<file path="src/rtl/acq_seq_pkg.sv">
// Shared types for the channel address sequencer.
// Assumes: nothing beyond a synthesizable SystemVerilog flow.
package acq_seq_pkg;

    // Measurement cycle phase
    typedef enum logic [1:0] {
        PH_IDLE = 2'd0,
        PH_ACQ  = 2'd1,
        PH_CONV = 2'd2
    } phase_e;

    // Where the next channel number comes from
    typedef enum logic [1:0] {
        SRC_HOLD   = 2'd0,
        SRC_ZERO   = 2'd1,
        SRC_RANDOM = 2'd2,
        SRC_STEP   = 2'd3
    } addr_src_e;

endpackage

</file>
<file path="src/rtl/acq_strobe_edge.sv">
// Strobe falling-edge detector.
// Brings the active-low strobe through SYNC_STAGES flops (none when the
// parameter is 0, for a strobe that is already synchronous), then
// flags a high-to-low change for one cycle.
// Assumes: the strobe stays low for at least SYNC_STAGES+1 clock cycles.
module acq_strobe_edge #(
    parameter int SYNC_STAGES = 2
) (
    input  logic clk,
    input  logic rst_n,
    input  logic strobe_n,
    output logic fall_o
);

    logic synced;
    logic prev_q;

    generate
        if (SYNC_STAGES > 0) begin : g_sync
            logic [SYNC_STAGES-1:0] chain_q;

            // Shift the raw strobe through the synchronizer chain
            always_ff @(posedge clk) begin
                if (!rst_n) begin
                    chain_q <= '1;
                end else begin
                    chain_q[0] <= strobe_n;
                    for (int i = 1; i < SYNC_STAGES; i++) begin
                        chain_q[i] <= chain_q[i-1];
                    end
                end
            end

            assign synced = chain_q[SYNC_STAGES-1];
        end else begin : g_direct
            assign synced = strobe_n;
        end
    endgenerate

    // Remember the previous synchronized level for edge detection
    always_ff @(posedge clk) begin
        if (!rst_n) begin
            prev_q <= 1'b1;
        end else begin
            prev_q <= synced;
        end
    end

    assign fall_o = prev_q & ~synced;

endmodule

</file>
<file path="src/rtl/acq_phase_timer.sv">
// Acquisition and conversion phase timer.
// Takes an edge only when idle (the commit). On a commit it loads the
// acquisition length and counts it down, then counts CONV_CYCLES of
// conversion and returns to idle. One counter serves both phases.
// Assumes: CONV_CYCLES >= 1; an acquisition length of 0 counts as 1.
module acq_phase_timer
    import acq_seq_pkg::*;
#(
    parameter int ACQ_W       = 16,
    parameter int CONV_CYCLES = 450
) (
    input  logic             clk,
    input  logic             rst_n,
    input  logic             fall_i,
    input  logic [ACQ_W-1:0] acq_cycles,
    output logic             commit_o,
    output phase_e           phase_o,
    output logic             start_conv_o
);

    localparam int CONV_W = $clog2(CONV_CYCLES + 1);
    localparam int CNT_W  = (ACQ_W > CONV_W) ? ACQ_W : CONV_W;
    localparam logic [CNT_W-1:0] CONV_LAST = CNT_W'(CONV_CYCLES - 1);

    phase_e           phase_q;
    logic [CNT_W-1:0] cnt_q;
    logic             start_q;

    // An edge counts only when no cycle is running
    assign commit_o = fall_i && (phase_q == PH_IDLE);

    // Phase sequencing and shared down-counter
    always_ff @(posedge clk) begin
        if (!rst_n) begin
            phase_q <= PH_IDLE;
            cnt_q   <= '0;
            start_q <= 1'b0;
        end else begin
            start_q <= 1'b0;
            case (phase_q)
                PH_IDLE: begin
                    if (commit_o) begin
                        phase_q <= PH_ACQ;
                        cnt_q   <= (acq_cycles == '0) ? '0
                                   : CNT_W'(acq_cycles) - 1'b1;
                    end
                end
                PH_ACQ: begin
                    if (cnt_q == '0) begin
                        phase_q <= PH_CONV;
                        cnt_q   <= CONV_LAST;
                        start_q <= 1'b1;
                    end else begin
                        cnt_q <= cnt_q - 1'b1;
                    end
                end
                PH_CONV: begin
                    if (cnt_q == '0) begin
                        phase_q <= PH_IDLE;
                    end else begin
                        cnt_q <= cnt_q - 1'b1;
                    end
                end
                default: phase_q <= PH_IDLE;
            endcase
        end
    end

    assign phase_o      = phase_q;
    assign start_conv_o = start_q;

endmodule

</file>
<file path="src/rtl/acq_addr_reg.sv">
// Channel address register with mode decode.
// On a commit: clear_n low forces 0 first. Otherwise load_n low takes
// addr_in. Otherwise the register steps up by one, wrapping after
// channel CH_COUNT-1. Between commits it holds.
// Assumes: the mode inputs and addr_in are stable around the commit.
module acq_addr_reg
    import acq_seq_pkg::*;
#(
    parameter int CH_COUNT = 16,
    parameter int ADDR_W   = 4
) (
    input  logic              clk,
    input  logic              rst_n,
    input  logic              commit_i,
    input  logic              clear_n,
    input  logic              load_n,
    input  logic [ADDR_W-1:0] addr_in,
    output logic [ADDR_W-1:0] addr_q
);

    localparam logic [ADDR_W-1:0] LAST_ADDR = ADDR_W'(CH_COUNT - 1);

    addr_src_e         src;
    logic [ADDR_W-1:0] step_addr;
    logic [ADDR_W-1:0] next_addr;

    // Priority decode of the address source
    always_comb begin
        src = SRC_HOLD;
        if (commit_i) begin
            if (!clear_n) begin
                src = SRC_ZERO;
            end else if (!load_n) begin
                src = SRC_RANDOM;
            end else begin
                src = SRC_STEP;
            end
        end
    end

    // Next sequential channel with wrap at the last channel
    assign step_addr = (addr_q == LAST_ADDR) ? '0 : addr_q + 1'b1;

    // Select the next register value
    always_comb begin
        case (src)
            SRC_ZERO:   next_addr = '0;
            SRC_RANDOM: next_addr = addr_in;
            SRC_STEP:   next_addr = step_addr;
            default:    next_addr = addr_q;
        endcase
    end

    // Channel register
    always_ff @(posedge clk) begin
        if (!rst_n) begin
            addr_q <= '0;
        end else begin
            addr_q <= next_addr;
        end
    end

endmodule

</file>
<file path="src/rtl/acq_chan_decode.sv">
// One-hot channel select decoder, gated by the mux enable.
// Assumes: nothing; channel numbers beyond CH_COUNT-1 select nothing.
module acq_chan_decode #(
    parameter int CH_COUNT = 16,
    parameter int ADDR_W   = 4
) (
    input  logic [ADDR_W-1:0]   addr_i,
    input  logic                en_i,
    output logic [CH_COUNT-1:0] sel_o
);

    generate
        for (genvar g = 0; g < CH_COUNT; g++) begin : g_sel
            // One select line per analog channel
            assign sel_o[g] = en_i && (addr_i == ADDR_W'(g));
        end
    endgenerate

endmodule

</file>
<file path="src/rtl/acq_seq_ctrl.sv">
// Channel address sequencer, top level.
// A falling strobe, once synchronized, picks the channel (clear, random
// or step) and starts one acquisition plus conversion cycle. eoc is high
// only during conversion. Feeding eoc back to strobe_n makes it scan
// the channels on its own.
// Assumes: CH_COUNT >= 2, CONV_CYCLES >= 1, strobe_n low for longer than
// SYNC_STAGES+1 cycles.
module acq_seq_ctrl
    import acq_seq_pkg::*;
#(
    parameter int CH_COUNT    = 16,
    parameter int SYNC_STAGES = 2,
    parameter int ACQ_W       = 16,
    parameter int CONV_CYCLES = 450,
    localparam int ADDR_W     = $clog2(CH_COUNT)
) (
    input  logic                clk,
    input  logic                rst_n,
    input  logic                strobe_n,
    input  logic                load_n,
    input  logic                clear_n,
    input  logic [ADDR_W-1:0]   addr_in,
    input  logic                mux_en_in,
    input  logic [ACQ_W-1:0]    acq_cycles,
    output logic [ADDR_W-1:0]   chan_addr,
    output logic [CH_COUNT-1:0] chan_sel,
    output logic                mux_en_out,
    output logic                sample_hold,
    output logic                start_conv,
    output logic                eoc
);

    logic   fall_w;
    logic   commit_w;
    phase_e phase_w;

    acq_strobe_edge #(
        .SYNC_STAGES(SYNC_STAGES)
    ) u_edge (
        .clk     (clk),
        .rst_n   (rst_n),
        .strobe_n(strobe_n),
        .fall_o  (fall_w)
    );

    acq_phase_timer #(
        .ACQ_W      (ACQ_W),
        .CONV_CYCLES(CONV_CYCLES)
    ) u_timer (
        .clk         (clk),
        .rst_n       (rst_n),
        .fall_i      (fall_w),
        .acq_cycles  (acq_cycles),
        .commit_o    (commit_w),
        .phase_o     (phase_w),
        .start_conv_o(start_conv)
    );

    acq_addr_reg #(
        .CH_COUNT(CH_COUNT),
        .ADDR_W  (ADDR_W)
    ) u_addr (
        .clk     (clk),
        .rst_n   (rst_n),
        .commit_i(commit_w),
        .clear_n (clear_n),
        .load_n  (load_n),
        .addr_in (addr_in),
        .addr_q  (chan_addr)
    );

    acq_chan_decode #(
        .CH_COUNT(CH_COUNT),
        .ADDR_W  (ADDR_W)
    ) u_dec (
        .addr_i(chan_addr),
        .en_i  (mux_en_in),
        .sel_o (chan_sel)
    );

    assign mux_en_out  = mux_en_in;
    assign eoc         = (phase_w == PH_CONV);
    assign sample_hold = (phase_w == PH_CONV);

endmodule

</file>
<file path="config.mk">
export PLATFORM = sky130hd
export DESIGN_NAME = acq_seq_ctrl
export DESIGN_NICKNAME = d
export VERILOG_FILES = /design/src/rtl/acq_seq_pkg.sv /design/src/rtl/acq_strobe_edge.sv /design/src/rtl/acq_phase_timer.sv /design/src/rtl/acq_addr_reg.sv /design/src/rtl/acq_chan_decode.sv /design/src/rtl/acq_seq_ctrl.sv
export SDC_FILE = /design/constraint.sdc
export NUM_CORES = 1
export LEC_CHECK = 0
export ABC_AREA = 1
export BUFFER_PORTS_ARGS = -buffer_cell sky130_fd_sc_hd__buf_2
export CAP_MARGIN = 20
export CORE_ASPECT_RATIO = 1.4
export CORE_MARGIN = 1.5
export CORE_UTILIZATION = 59
export DETAILED_ROUTE_END_ITERATION = 10
export MAX_ROUTING_LAYER = met4
export PLACE_DENSITY = 0.94
export SYNTH_ARGS = -nofsm -noshare
export SYNTH_HDL_FRONTEND = slang
export SYNTH_SLANG_ARGS = --single-unit
</file>
<file path="constraint.sdc">
create_clock -name clk -period 4.4 [get_ports clk]
set_input_delay 0.44 -clock clk [delete_from_list [all_inputs] [get_ports clk]]
set_output_delay 0.44 -clock clk [all_outputs]
set_load 0.01 [all_outputs]
</file>
==> results.yml <==
pwr:
  p_int_w: 0.000510
  seq_power_share: 0.329
  power.switching_w: 0.000446
  maximum_resistive_drop_on_vdd_mv: 0.265
  power_frac_clock: 0.166
  p_sw_frac: 0.467
  p_comb_frac: 0.505
  power_per_cell_area_nw_per_um2: 369
  power.static_leakage_nw: 1.35
placement:
  detailed_place_hpwl_um: 4600
  port_buffers: 49
  gp_congestion: 0.988
setup_path:
  worstRegToRegCells: 9
  worstPathArrival_ps: 2080
  startpoint_type: "register"
  critPathRequiredTime_ps: 4580
  worst-path-max-fanout: 17
  logic_depth_of_the_worst_setup_path_including_buffers: 9
  timing.critical_path.max_delay_family: "simple AND/OR/NAND/NOR gates"
  worst_path_largest_cell_delay_ps: 360
  crit_top_cell: "sky130_fd_sc_hd__inv_1"
  critical_path.cell_chain: "inv_1 -> ha_1 -> inv_1 -> nor3_1 -> nand4_2 -> nand2_4 -> inv_2 -> o21ai_0 -> nor2_1"
  crit_buf_inv: 3
  reg2reg_from: "u_timer.cnt_q[0]"
  critPathKind: "register to register"
  end_kind: "register"
  worstSetupStartpoint: "u_timer.cnt_q[0]"
  crit_path_top_delay_cell: "sky130_fd_sc_hd__dfxtp_1"
die:
  fp.dieArea_um2: 4260
  floorplan.initialDensity: 0.622
  die_height_um: 76.7
  std_cell_rows: 26
  core-area_um2: 3680
  fp.dieW_um: 55.6
  num_io_pins: 50
worst_hold_path:
  worstHoldPathType: "primary input to register"
  worstHoldPathCells: 2
  worstHoldStart: "strobe_n"
logic_synthesis:
  yosysUniqueCellTypes: 35
  synth_top_flop_cell: "sky130_fd_sc_hd__dfxtp_1"
  postSynthNetCount: 421
  avgSynthCellArea_um2: 5.98
  synth_top_area_frac: 0.228
  synth.ff_latch_count: 26
  synth-warning-count: 0
  seq_area_frac_synth: 0.228
  post-synth-top-area-cell: "sky130_fd_sc_hd__dfxtp_1"
  synth.area.top_cells: "sky130_fd_sc_hd__dfxtp_1, sky130_fd_sc_hd__nand2_1, sky130_fd_sc_hd__nor2_1, sky130_fd_sc_hd__inv_1, sky130_fd_sc_hd__ha_1"
  synthesis.area_um2: 2290
  syn-instance-count: 382
  synth_edf_count: 0
  async_reset_ff_frac: 0
timing:
  maxClockFrequency_mhz: 528
  max_slew.worst_pin.slew_ps: 471
  setup_viol: 0
  timing.final.crit_period_ps: 1890
  finalClockSkew_ps: 5.73
  worst_slew_margin_rel: 0.685
  finalHoldViolations: 0
  grt_setup_unrepaired: "false"
  timing.final.max_slew_violations: 0
  finalCritPeriodShare: 0.430
  finalSetupTns_ps: 0
global_routing:
  grt.overflow.total: 0
  groute.layer.met2.usage: 0.539
  grtUsageMet3: 0.0337
  first_global_vias: 2397
  grt_max_degree: 18
  grtUsageMet1: 0.299
  grt_busiest_layer: "met2"
  grt_usage: 0.292
  antenna_violations_before_repair: 0
  grt_first_pass_wirelength_um: 10100
detailed_routing:
  detail_route.iter0.violations: 138
  final_ant_viol_nets: 0
  drc_violations_left: 0
  drt-wirelength-per-cell_um: 12.3
  vias: 2533
  detailedRoute.firstPassIterationCount: 5
  detail_route.vias_per_cell: 5.39
  drt_wl_total_um: 5770
finish:
  fraction_of_final_layout_cells_sized_beyond_drive_strength_1: 0.185
  fillerInstances: 331
  mostFrequentLayoutCell: "sky130_fd_sc_hd__nand2_1"
  nets: 468
  layout.core_utilization: 0.705
  layout.cells.most_common_list: "sky130_fd_sc_hd__nand2_1, sky130_fd_sc_hd__nor2_1, sky130_fd_sc_hd__buf_2"
  antenna_cells: 0
  area_delta_synth_final_pct: 13.4
cts:
  cts_inserted_buffers: 3
  htree_levels: 1
  cts_hold_buf: 0
  numClockSinks: 26
  cts_max_path_buffers: 2
  tritoncts: "yes"
  cts.repair_timing.setup_buffer_count: 0
  postCtsResizedCells: 0
  cts_root_buffer: "sky130_fd_sc_hd__clkbuf_8"
  clock_latency_ps: 280
  clkTransAtPathRegs_ps: 90
status:
  result_of_the_run: "finished clean"
run:
  drv.max_cap_violation_count: 0
## power by group through the flow
stage	Combinational, W	Clock (W)	Sequential [W]
floorplan	0.000378	0	0.000307
global route	0.000546	0.000171	0.000318
detailed placement	0.000472	0	0.000317
finish	0.000482	0.000159	0.000314
global placement	0.000460	0	0.000317
CTS	0.000475	0.000159	0.000312
## state kept, by name (all words and copies together), names as in the netlist
register,flops
u_timer.cnt_q,16
u_timer.phase_o,2
u_edge.prev_q,1
u_timer.start_conv_o,1
u_addr.addr_q,4
u_edge.g_sync.chain_q,2
## cell type report
| type | count | area, um^2 | share of cell area |
|---|---|---|---|
| clock buffer | 4 | 55.1 | 0.0212 |
| tap | 42 | 52.6 | 0.0203 |
| multi-input combinational | 301 | 1540 | 0.594 |
| timing repair buffer | 49 | 245 | 0.0946 |
| inverter | 48 | 180 | 0.0695 |
| sequential | 26 | 520 | 0.201 |
## metal layers
layer	wire [um]	share of wire
met5	0	0
met4	167	0.029
met3	334	0.058
met2	3050	0.53
met1	2220	0.38
## worst register-to-register path: stages (launching register included)
cell and delay, ps:
sky130_fd_sc_hd__dfxtp_1 360, sky130_fd_sc_hd__inv_1 110, sky130_fd_sc_hd__ha_1 160, sky130_fd_sc_hd__inv_1 60, sky130_fd_sc_hd__nor3_1 260, sky130_fd_sc_hd__nand4_2 170
sky130_fd_sc_hd__nand2_4 210, sky130_fd_sc_hd__inv_2 200, sky130_fd_sc_hd__o21ai_0 210, sky130_fd_sc_hd__nor2_1 60
## final timing paths
check,slack [ps],to
min,340,u_edge.g_sync.chain_q[0]
max reg2reg,2510,u_timer.cnt_q[14]
min reg2reg,420,u_edge.g_sync.chain_q[1]
max,2510,u_timer.cnt_q[14]
## per-stage QoR
stage	total power, W	area (um^2)	hold WS, ps	cells	setup WS (ps)
2_1_floorplan	0.000686	2290	393	382	2860
3_5_place_dp	0.000789	2540	402	466	2530
3_3_place_gp	0.000777	2540	394	466	2610
6_report	0.000956	2590	335	470	2510
5_1_grt	0.00103	2590	351	470	2330
4_1_cts	0.000946	2590	339	470	2510
## cells in the mapped netlist (2+ instances only)
master / number
sky130_fd_sc_hd__nand2_1: 97
sky130_fd_sc_hd__nor2_1: 78
sky130_fd_sc_hd__inv_1: 44
sky130_fd_sc_hd__nand3_1: 27
sky130_fd_sc_hd__dfxtp_1: 26
sky130_fd_sc_hd__a21oi_1: 15
sky130_fd_sc_hd__ha_1: 13
sky130_fd_sc_hd__o21ai_0: 9
sky130_fd_sc_hd__xor2_1: 9
sky130_fd_sc_hd__nor2_2: 7
sky130_fd_sc_hd__nor3_1: 7
sky130_fd_sc_hd__nand3_2: 6
sky130_fd_sc_hd__nand4_1: 6
sky130_fd_sc_hd__inv_2: 4
sky130_fd_sc_hd__o21ai_1: 4
sky130_fd_sc_hd__buf_4: 3
sky130_fd_sc_hd__o21ai_2: 3
sky130_fd_sc_hd__xnor2_1: 3
sky130_fd_sc_hd__a22oi_1: 2
sky130_fd_sc_hd__a31oi_1: 2
sky130_fd_sc_hd__o211ai_1: 2
sky130_fd_sc_hd__or2_2: 2
## logic make-up (layout without fill, tap and decap cells)
logic type | after synthesis | count (layout) | share of synthesized area
DFF | 26 | 26 | 0.228
and+or+nand+nor | 237 | 237 | 0.458
adders and majority gates | 13 | 13 | 0.0712
buffers and inverters | 55 | 101 | 0.0991
xor gates and xnor gates | 12 | 12 | 0.0460
AOI/OAI and AO/OA | 39 | 39 | 0.0980
(Power assumes the default switching activity.)
